$ cat src/rtl/uirq_pkg.sv
package uirq_pkg;

  // Strobes from the bus decoder to the datapath
  typedef struct packed {
    logic ldEnable;   // load enable register
    logic clrByData;  // transmit data written
    logic clrByRead;  // identification read
  } uirq_strobe_t;

  localparam logic [3:0] CODE_NONE  = 4'h1;
  localparam logic [3:0] CODE_LINE  = 4'h6;
  localparam logic [3:0] CODE_TMO   = 4'hC;
  localparam logic [3:0] CODE_RXD   = 4'h4;
  localparam logic [3:0] CODE_THR   = 4'h2;
  localparam logic [3:0] CODE_MODEM = 4'h0;

  // Sources in rank order, index 0 highest
  localparam int NUM_SRC = 5;

  function automatic logic [3:0] srcCode(input int idx);
    case (idx)
      0:       return CODE_LINE;
      1:       return CODE_TMO;
      2:       return CODE_RXD;
      3:       return CODE_THR;
      default: return CODE_MODEM;
    endcase
  endfunction

endpackage

$ cat src/rtl/uirq_ctrl.sv
module uirq_ctrl
  import uirq_pkg::*;
#(
  parameter int AW = 3,
  parameter logic [AW-1:0] ADDR_DATA   = 0,
  parameter logic [AW-1:0] ADDR_ENABLE = 1,
  parameter logic [AW-1:0] ADDR_IDENT  = 2
) (
  input  logic          regWrEn,
  input  logic          regRdEn,
  input  logic [AW-1:0] regAddr,
  input  logic          altBankSel,
  output uirq_strobe_t  strobe
);

  logic wrMain;
  logic rdOnly;

  // A write takes the bus cycle if both strobes are high
  assign wrMain = regWrEn && !altBankSel;
  assign rdOnly = regRdEn && !regWrEn;

  always_comb begin
    strobe           = '0;
    strobe.ldEnable  = wrMain && (regAddr == ADDR_ENABLE);
    strobe.clrByData = wrMain && (regAddr == ADDR_DATA);
    strobe.clrByRead = rdOnly && (regAddr == ADDR_IDENT);
  end

endmodule

$ cat src/rtl/uirq_dpath.sv
module uirq_dpath
  import uirq_pkg::*;
#(
  parameter int EW = 4,
  parameter int CW = 5
) (
  input  logic          clk,
  input  logic          rstN,
  input  uirq_strobe_t  strobe,
  input  logic [EW-1:0] enData,
  input  logic          fifoOn,
  input  logic [3:0]    lineErr,
  input  logic          dataReady,
  input  logic [CW-1:0] rxCount,
  input  logic [CW-1:0] rxTrigger,
  input  logic          timeoutPend,
  input  logic          thrEmpty,
  input  logic [3:0]    modemDelta,
  output logic [EW-1:0] enableReg,
  output logic [7:0]    identByte,
  output logic          irq
);

  logic               thrPending;
  logic               thrEmptyQ;
  logic [NUM_SRC-1:0] req;
  logic [3:0]         code;
  logic               rxThresh;

  always_ff @(posedge clk or negedge rstN) begin
    if (!rstN) enableReg <= '0;
    else if (strobe.ldEnable) enableReg <= enData;
  end

  // Hidden transmit-empty pending flag
  always_ff @(posedge clk or negedge rstN) begin
    if (!rstN) begin
      thrEmptyQ  <= 1'b1;
      thrPending <= 1'b0;
    end else begin
      thrEmptyQ <= thrEmpty;
      if (strobe.clrByData) thrPending <= 1'b0;
      else if ((strobe.ldEnable && thrEmpty) || (thrEmpty && !thrEmptyQ))
        thrPending <= 1'b1;
      else if (strobe.clrByRead) thrPending <= 1'b0;
    end
  end

  assign rxThresh = !fifoOn || (rxCount >= rxTrigger);

  always_comb begin
    req    = '0;
    req[0] = enableReg[2] && (|lineErr);
    req[1] = enableReg[0] && timeoutPend;
    req[2] = enableReg[0] && dataReady && rxThresh;
    req[3] = enableReg[1] && thrPending;
    req[4] = enableReg[3] && (|modemDelta);
  end

  // Scan lowest rank first so the highest asserted rank wins
  always_comb begin
    code = CODE_NONE;
    for (int i = NUM_SRC - 1; i >= 0; i--) begin
      if (req[i]) code = srcCode(i);
    end
  end

  always_ff @(posedge clk or negedge rstN) begin
    if (!rstN) begin
      identByte <= {4'h0, CODE_NONE};
      irq       <= 1'b0;
    end else begin
      identByte <= {{2{fifoOn}}, 2'b00, code};
      irq       <= (code != CODE_NONE);
    end
  end

endmodule

$ cat src/rtl/uart_int_arbiter.sv
module uart_int_arbiter
  import uirq_pkg::*;
#(
  parameter int FIFO_DEPTH = 16,
  parameter int EN_BITS    = 4,
  localparam int CW        = $clog2(FIFO_DEPTH + 1)
) (
  input  logic               clk,
  input  logic               rstN,
  input  logic               regWrEn,
  input  logic               regRdEn,
  input  logic [2:0]         regAddr,
  input  logic               altBankSel,
  input  logic [7:0]         wrData,
  input  logic               fifoOn,
  input  logic [3:0]         lineErr,
  input  logic               dataReady,
  input  logic [CW-1:0]      rxCount,
  input  logic [CW-1:0]      rxTrigger,
  input  logic               timeoutPend,
  input  logic               thrEmpty,
  input  logic [3:0]         modemDelta,
  output logic [EN_BITS-1:0] enableReg,
  output logic [7:0]         identByte,
  output logic               irq
);

  uirq_strobe_t strobe;
  logic         unusedBits;

  assign unusedBits = ^wrData[7:EN_BITS];

  uirq_ctrl #(.AW(3)) u_ctrl (
    .regWrEn   (regWrEn),
    .regRdEn   (regRdEn),
    .regAddr   (regAddr),
    .altBankSel(altBankSel),
    .strobe    (strobe)
  );

  uirq_dpath #(.EW(EN_BITS), .CW(CW)) u_dpath (
    .clk        (clk),
    .rstN       (rstN),
    .strobe     (strobe),
    .enData     (wrData[EN_BITS-1:0]),
    .fifoOn     (fifoOn),
    .lineErr    (lineErr),
    .dataReady  (dataReady),
    .rxCount    (rxCount),
    .rxTrigger  (rxTrigger),
    .timeoutPend(timeoutPend),
    .thrEmpty   (thrEmpty),
    .modemDelta (modemDelta),
    .enableReg  (enableReg),
    .identByte  (identByte),
    .irq        (irq)
  );

endmodule

$ cat config.mk
export PLATFORM = sky130hd
export DESIGN_NAME = uart_int_arbiter
export DESIGN_NICKNAME = d
export VERILOG_FILES = /design/src/rtl/uirq_pkg.sv /design/src/rtl/uirq_ctrl.sv /design/src/rtl/uirq_dpath.sv /design/src/rtl/uart_int_arbiter.sv
export SDC_FILE = /design/constraint.sdc
export NUM_CORES = 1
export LEC_CHECK = 0
export CELL_PAD_IN_SITES_DETAIL_PLACEMENT = 0
export CELL_PAD_IN_SITES_GLOBAL_PLACEMENT = 1
export CORE_ASPECT_RATIO = 1.4
export CORE_MARGIN = 2
export CORE_UTILIZATION = 20
export CTS_CLUSTER_DIAMETER = 200
export DETAILED_ROUTE_END_ITERATION = 6
export PLACE_DENSITY_LB_ADDON = 0.1
export SLEW_MARGIN = 5
export SYNTH_ARGS = -nofsm -noshare
export SYNTH_HDL_FRONTEND = slang
export SYNTH_SLANG_ARGS = --single-unit
$ cat constraint.sdc
create_clock -name clk -period 1.2 [get_ports clk]
set_clock_uncertainty 0.1 [all_clocks]
set_input_delay 0.24 -clock clk [delete_from_list [all_inputs] [get_ports clk]]
set_output_delay 0.24 -clock clk [all_outputs]
set_load 0.02 [all_outputs]
Word level (Yosys, flattened, before mapping)
Cells that the tools add are included.
Operators by class
  order comparisons: 1
  equality and inequality tests: 3
  multiplexer cells: 8
  reductions and logical operators: 23
Operators by type and width (count)
  1-bit logical AND: 13
  4-bit 2-to-1 mux: 2
  4-bit OR reduction: 2
  5-bit >= comparator: 1
  1-bit zero test: 4
  1-bit 2-to-1 mux: 4
  4-bit by 1-bit inequality test with 1-bit output, second input constant: 1
  3-bit by 1-bit equality test with 1-bit output, second input constant: 1
  3-bit by 2-bit equality test with 1-bit output, second input constant: 1
  3-bit zero test: 1
  3-bit 2-to-1 mux: 1
  3-bit nonzero test: 1
  1-bit logical OR: 2
  2-bit 2-to-1 mux: 1
Word-level totals
  bits in registers: 12
  output and inout bits: 13

Depth between registers and ports, before layout
Gate-level depths: netlist (run 1).
  depth after elaboration: 8
  mapped depth: 6
  gate-level depth less buffers: 6

By module
A second synthesis (run 1) with hierarchy kept.
Unflattened totals
  cell total of the unflattened synthesis: 59
  area, all modules: 663.1 um^2
Modules (own cells, without submodules)
  uirq_dpath: times used 1, cells each 54, area each 626.9 um^2, seq. area each 302.8 um^2
  uirq_ctrl: times used 1, cells each 5, area each 36.3 um^2, seq. area each 0.0 um^2

Worst setup path after synthesis (run 1)
OpenSTA, ideal clock, no wires.
  path kind: input -> register
  from: input rxCount[0]
  to: register u_dpath.identByte[0]
  setup time: 0.078 ns
  arrival: 1.230 ns
  required time: 1.022 ns
  path slack: -0.208 ns
  stages on the path: 6
  path buffers: 0
  cells stage by stage: inv_1 ha_1 and2b_2 o21ai_0 a211oi_2 and3_1
Between the ends
  cells in the longest elaborated chain, start to end: 6
Ends and longest elaborated chain
  start: declaration: RTL line uart_int_arbiter.sv:18  | input logic [CW-1:0] rxCount,
  5-bit >= comparator: RTL line uirq_dpath.sv:49  | assign rxThresh = !fifoOn || (rxCount >= rxTrigger);
  1-bit logical OR: RTL line uirq_dpath.sv:49
  1-bit logical AND: RTL line uirq_dpath.sv:55  | req[2] = enableReg[0] && dataReady && rxThresh;
  3-bit 2-to-1 mux: RTL line uirq_dpath.sv:64  | if (req[i]) code = srcCode(i);
  4-bit 2-to-1 mux (2 in series): RTL line uirq_dpath.sv:64
  via u_dpath.code[0]: RTL line uirq_dpath.sv:27  | logic [3:0] code;
  end signal: assignment: RTL line uirq_dpath.sv:70  | identByte <= {4'h0, CODE_NONE};
  end signal: assignment: RTL line uirq_dpath.sv:73  | identByte <= {{2{fifoOn}}, 2'b00, code};
  end: declaration: RTL line uirq_dpath.sv:20  | output logic [7:0] identByte,
The timed path passes the listed nets, and every way through them passes these cells.
A chain may end at the register's enable or synchronous reset.

Worst setup path after layout (run 1)
  from: input modemDelta[1]
  to: register u_dpath.irq
Between the ends
  cells in the longest elaborated chain, start to end: 8
Ends and longest elaborated chain
  start: declaration: RTL line uart_int_arbiter.sv:22  | input logic [3:0] modemDelta,
  4-bit OR reduction: RTL line uirq_dpath.sv:57  | req[4] = enableReg[3] && (|modemDelta);
  1-bit logical AND: RTL line uirq_dpath.sv:57
  1-bit 2-to-1 mux: RTL line uirq_dpath.sv:64
  2-bit 2-to-1 mux: RTL line uirq_dpath.sv:64
  3-bit 2-to-1 mux: RTL line uirq_dpath.sv:64
  4-bit 2-to-1 mux (2 in series): RTL line uirq_dpath.sv:64
  4-bit by 1-bit inequality test with 1-bit output: RTL line uirq_dpath.sv:74  | irq <= (code != CODE_NONE);
  end signal: assignment: RTL line uirq_dpath.sv:74
  end: declaration: RTL line uirq_dpath.sv:21  | output logic irq
Every way passes these cells.

==> results of run 1 <==
[layer usage]
metal | track usage (%) | up-vias | routed length [um] | part of all wire (%)
li1 | - | 310 | - | -
met4 | 5.983 | 0 | 31 | 1.8
met1 | 10.14 | 282 | 635 | 36
met2 | 18.89 | 27 | 969 | 55
met5 | 0 | - | 0 | 0
met3 | 2.469 | 4 | 119 | 6.8
[worst max path at each step]
| stage | from | endpoint | slack [ns] | depth (start not counted) |
|---|---|---|---|---|
| 2_1_floorplan | rxTrigger[0] | u_dpath.identByte[0] | -0.08 | 5 |
| 3_3_place_gp | rxCount[0] | u_dpath.identByte[0] | -0.71 | 7 |
| 3_5_place_dp | rxCount[0] | u_dpath.identByte[0] | -0.73 | 7 |
| 4_1_cts | u_dpath.enableReg[0] | u_dpath.identByte[0] | -0.08 | 4 |
| 5_1_grt | modemDelta[1] | u_dpath.identByte[0] | -0.1 | 4 |
| 6_report | modemDelta[1] | u_dpath.irq | -0.04 | 4 |
[per-stage QoR]
step	TNS [ns]	total power, uW
after floorplan	-0.1831	818.1
after global placement	-6.337	1217
after detailed placement	-6.514	1222
after CTS	-0.1883	1681
after global routing	-0.3018	1773
final	-0.1057	1666
[what timing repair did]
item / CTS / global route
setup buffers: 0 / 1
gates cloned: 0 / 0
endpoints found under the setup margin: 21 / 15
pin swaps: 14 / 12
resized for setup: 91 / 25
[cell usage after synthesis (2+ instances only)]
library cell  number
inv_1              8
o21ai_0            3
dfrtp_1           10
dfstp_2            2
mux2_2             4
ha_1               5
buf_4              3
nand2_1            7
[cell families (layout without fill, tap and decap cells)]
group | Yosys count | in the layout
AOI/OAI and AO/OA | 10 | 10
adders and majority gates | 5 | 5
buffers and inverters | 12 | 67
DFF | 12 | 12
muxes | 4 | 4
other | 1 | 2
and+or+nand+nor | 15 | 15
[cell usage in the layout, fill, tap and decap left out, drive strengths merged]
cell type / n
a22oi: 1
and3: 2
nor4b: 2
conb: 2
nand3: 1
nand2: 7
and4: 1
mux2: 4
dlymetal6s2s: 2
dfrtp: 10
o21ai: 3
clkbuf: 10
clkdlybuf4s15: 4
ha: 5
a211oi: 1
o41ai: 2
and2b: 1
buf: 24
a21oi: 1
a211o: 1
dlygate4sd2: 6
dfstp: 2
inv: 9
clkdlybuf4s50: 12
a31oi: 1
nor2: 1
[power breakdown]
| group | internal [uW] | switching, uW | leakage (uW) | total, uW |
|---|---|---|---|---|
| Sequential | 495 | 31.0 | 0.000139 | 526 |
| Combinational | 372 | 326 | 0.000461 | 697 |
| Clock | 290 | 153 | 0.0000288 | 443 |
| Total | 1160 | 509 | 0.000628 | 1670 |
[area by class of cell]
type / count / area, sq um
clock buffers: 4 / 55.05
fillers: 335 / 1826
inverters: 9 / 41.29
multi-input cells: 36 / 446.7
flip-flops and latches: 12 / 302.8
well taps: 39 / 48.80
repair buffers: 54 / 432.9
[worst max-delay path, cell delays in order]
cell	delay [ns]
clkdlybuf4s50_1	0.42
o41ai_2	0.36
buf_4	0.16
nand3_1	0.07
[sequential cells by signal, indices dropped and copies added (netlist names)]
signal and flops:
u_dpath.irq 1, u_dpath.identByte 5, u_dpath.enableReg 4, u_dpath.thrEmptyQ 1, u_dpath.thrPending 1
==> summary.md, run 1 <==
| Metric | Value |
|---|---|
| Status | `finished, violations left` |
| Failing checks | `setup timing` |
| Peak supply drop | `0.7757 mV` |
| Clk slew on worst S/H paths | `0.05 ns` |
| Post-layout util | `42.10%` |
| Drt pass-1 iters | `3` |
| Period minus WS final | `1.237 ns` |
| Mux cell area share after synthesis | `6.805%` |
| Routed len/inst | `11.41 um` |
| CTS Buf Count | `3` |
| First-pass GRT wire length | `2.891 mm` |
| Core ar. | `3153 sq um` |
| Hold Crit Class | `in -> async` |
| Clock sink count | `12` |
| Share of cells above drive strength 1 | `57.39%` |
| Critical Path Source Type | `input port` |
| Pwr dens | `1255 nW/um^2` |
| I/O pins | `51` |
| Post-Syn Instances | `59` |
| TritonCTS clock tree | `built` |
| Syn_area_per_cell | `11.22 sq um` |
| Critical path arrival | `1.25 ns` |
| Synth Register Bits | `12` |
| IO Port Bufs | `44` |
| Largest net degree at the start of global routing | `13` |
| Ranking of synthesized cells by area | `dfrtp_1 (38%), ha_1 (9.5%), dfstp_2 (7.9%), mux2_2 (6.8%), inv_1 (4.5%)` |
| R2R Path End | `u_dpath.identByte[0]` |
| Final Non-Filler Cells | `154` |
| Cts hold-fix bufs | `0` |
| Max-cap violations | `0` |
| Antenna violations before repair | `0` |
| Max-slew violations | `0` |
| Mapped Area | `661.9 sq um` |
| Synth cell types | `25` |
| Die Span Y | `72.07 um` |
| Final setup vio count | `4` |
| Main combinational cell family by area after synthesis | `simple AND/OR/NAND/NOR gates` |
| Placement Cell Area | `1241 sq um` |
| Worst setup EP type | `register` |
| Fin Hold WS | `0.2052 ns` |
| Die Wd | `52.62 um` |
| Drt drc | `0` |
| Via density | `4.045` |
| Final GP Congestion | `0.6239` |
| Starting DRT DRC Count | `10` |
| Hold Vio Cnt, Final | `0` |
| Worst R2R Start | `u_dpath.enableReg[0]` |
| Max clock buf depth | `2` |
| Setup ws final | `-0.03674 ns` |
| Leading area contributor after synthesis | `dfrtp_1` |
| Total track usage | `10.33%` |
| Site row count | `24` |
| Ys flop type | `dfrtp_1` |
| Layout Cell Area excl Fill | `1328 sq um` |
| Final wirelength | `1.757 mm` |
| CP required | `1.21 ns` |
| EDFF count, synth | `0` |
| Synth Area in Adders | `9.452%` |
| Flop-to-flop setup slack | `-0.04 ns` |
| Pre-CTS setup slack | `-0.7294 ns` |
| Grt ovf | `0` |
| Clock Latency Late Sink | `0.24 ns` |
| Final period utilization | `103.1%` |
| N_diodes | `0` |
| WS Path Type | `in -> reg` |
| LEAKAGE | `0.0006283 uW` |
| Layout net count | `159` |
| Critical-path maximum fanout | `2` |
| Top cell type's share of synthesized area | `37.81%` |
| Initial Util | `20.99%` |
| Htree depth | `1` |
| RSZ-0062 raised after global routing | `true` |
| Synth Area in Simple Gates | `15.12%` |
| Full die area | `3792 sq um` |
| Clk Tree Root Cell | `clkbuf_8` |
| Vias in the first global route | `705` |
| Synth Area in XOR/XNOR | `0%` |
| Synth Area in Compound Gates | `13.80%` |
| Vias | `623` |
| Seq/Total Area, Yosys | `45.75%` |
| Achievable Freq | `0.8086 GHz` |
| Area grow syn2layout | `100.6%` |
| Antenna viol nets, final | `0` |
| Hpwl dp | `1.443 mm` |
| Asr flop ratio synth | `100.0%` |
| Syn. warnings | `0` |
| Worst-case reg-to-reg path depth | `4` |
| Dpl cells | `149` |
No activity file was read; power rests on OpenSTA's default activity.
==> inputs of run 2 (changes only) <==
CELL_PAD_IN_SITES_GLOBAL_PLACEMENT = 2   (was 1)
CORE_UTILIZATION = 16   (was 20)
==> run 2 against run 1 <==
The flow still finishes with violations (setup timing). Worst hold slack lost 0.098 ns. Setup slack lost 0.0098 ns. Clock power shrank 3%. Critical endpoint is now u_dpath.identByte[0]. Sequential cell count is the same. Via count grew 3.7%. Sequential share of layout area shrank 0.38 points. First-iteration DRC count shrank 60%. Utilization shrank 7.9 points. Critical path depth is the same. Global-route usage shrank 2.3 points. Highest routed layer unchanged.
==> summary.md, run 2 (same netlist as run 1, synthesis figures left out) <==
| Metric | Value |
|---|---|
| Status | `finished, violations left` |
| Failing checks | `setup timing` |
| Antenna violations before repair | `0` |
| Critical-path maximum fanout | `3` |
| Final period utilization | `103.9%` |
| Final setup vio count | `4` |
| WS Path Type | `reg -> reg` |
| Hold path depth | `1` |
| Filler cell count | `433` |
| Worst R2R Start | `u_dpath.enableReg[0]` |
| Clk slew on worst S/H paths | `0.05 ns` |
| Final Non-Filler Cells | `158` |
| TritonCTS clock tree | `built` |
| Top flop regs | `u_dpath.identByte (5), u_dpath.enableReg (4)` |
| Layout net count | `159` |
| Die Span Y | `80.10 um` |
| Max-slew violations | `0` |
| Core ar. | `3953 sq um` |
| Vias in the first global route | `681` |
| CTS Buf Count | `3` |
| First-pass GRT wire length | `2.822 mm` |
| Site row count | `27` |
| Critical Path Source | `u_dpath.enableReg[0]` |
| Dpl cells | `152` |
| Clk Tree Root Cell | `clkbuf_8` |
| Commonest non-fill, non-tap cell in the layout | `buf_2` |
| IO Port Bufs | `44` |
| Placement Cell Area | `1239 sq um` |
| N_diodes | `0` |
| Setup ws final | `-0.04649 ns` |
| Hold Vio Cnt, Final | `0` |
| I/O pins | `51` |
| LEAKAGE | `0.0006545 uW` |
| Grt ovf | `0` |
| Flop-to-flop setup slack | `-0.05 ns` |
| Hold path endpoint | `u_dpath.identByte[6]` |
| Pre-CTS setup slack | `-0.7384 ns` |
| Largest reg by FF count | `u_dpath.identByte` |
| Pwr dens | `1230 nW/um^2` |
| Worst-case reg-to-reg path depth | `4` |
| R2R Path End | `u_dpath.identByte[0]` |
| Clock Latency Late Sink | `0.23 ns` |
| Final GP Congestion | `0.6720` |
| Critical Path Source Type | `register` |
| Max-cap violations | `0` |
| Fin Hold WS | `0.1073 ns` |
| Full die area | `4675 sq um` |
| Period minus WS final | `1.246 ns` |
| Starting DRT DRC Count | `4` |
| Cts hold-fix bufs | `0` |
| CP required | `1.28 ns` |
| Max clock buf depth | `2` |
| Layout Cell Area excl Fill | `1350 sq um` |
| RSZ-0062 raised after global routing | `true` |
| Via density | `4.089` |
| Critical path arrival | `1.32 ns` |
| Share of cells above drive strength 1 | `58.26%` |
| Achievable Freq | `0.8023 GHz` |
| Hold Startpoint | `fifoOn` |
| Hold Crit Class | `in -> reg` |
| Final wirelength | `1.833 mm` |
| Peak supply drop | `0.5845 mV` |
| Antenna viol nets, final | `0` |
| Largest net degree at the start of global routing | `13` |
| Vias | `646` |
| Drt drc | `0` |
| Tot Pwr | `1661 uW` |
| Clock sink count | `12` |
| Initial Util | `16.75%` |
| Number of flip-flops in the largest register | `5` |
| Most frequent cells in the layout | `buf_2 (13), clkdlybuf4s50_1 (11), buf_4 (10), dfrtp_1 (10), clkdlybuf4s15_1 (7)` |
| Routed len/inst | `11.60 um` |
| Area grow syn2layout | `104.0%` |
| Worst setup EP type | `register` |
| Total track usage | `8.061%` |
| Hpwl dp | `1.522 mm` |
| Drt pass-1 iters | `4` |
| Die Wd | `58.36 um` |
| Htree depth | `1` |
-- run 2: cell types whose count changed in the layout (fill, tap and decap cells not counted), sizes merged --
cell,delta
dlygate4sd2,-5
clkdlybuf4s50,-1
dlymetal6s2s,+1
buf,+2
clkbuf,-2
clkdlybuf4s15,+5
-- run 2: timing repair --
item,CTS,global route
pin swaps,14,17
endpoints found under the setup margin,21,13
cloned,0,0
setup buffers,1,1
gates resized for setup,103,26
-- run 2: worst max path at each step --
stage	cells after the start	end	slack, ns
after CTS	4	u_dpath.identByte[0]	-0.07
after global placement	7	u_dpath.identByte[0]	-0.71
after detailed placement	7	u_dpath.identByte[0]	-0.74
final	4	u_dpath.identByte[0]	-0.05
after floorplan	5	u_dpath.identByte[0]	-0.08
after global routing	5	u_dpath.irq	-0.09
-- run 2: power breakdown --
group | internal, uW | total (uW) | switching (uW)
Clock | 289 | 431 | 142
Combinational | 372 | 704 | 331
Sequential | 495 | 526 | 30.6
Total | 1160 | 1660 | 504
-- run 2: area by class of cell --
class | count | area, sq um | area share [%]
inverter | 9 | 41.29 | 3.058
sequential | 12 | 302.8 | 22.43
timing repair buffer | 54 | 442.9 | 32.81
clock buffer | 4 | 55.05 | 4.078
tap | 43 | 53.80 | 3.985
multi-input combinational | 36 | 454.2 | 33.64
-- run 2: layer usage --
layer / GRT usage, % / vias to the layer above / part of all wire (%) / wire [um]
met4: 4.186 / 0 / 0.76 / 14
met2: 15.17 / 31 / 57 / 1045
met3: 1.449 / 2 / 8.5 / 155
met1: 8.127 / 302 / 34 / 618
li1: - / 311 / - / -
met5: 0 / - / 0 / 0
-- run 2: worst max-delay path: stages (launching register included) --
cell	delay, ns
dfrtp_1	0.38
buf_6	0.12
and4_4	0.17
a211oi_4	0.22
and3_1	0.19
-- run 2: metrics by stage --
stage / util, % / TNS, ns
2_1_floorplan: - / -0.1831
3_3_place_gp: 31.34 / -6.486
3_5_place_dp: 31.34 / -6.592
4_1_cts: 33.74 / -0.1524
5_1_grt: 34.16 / -0.2712
6_report: 34.16 / -0.08892
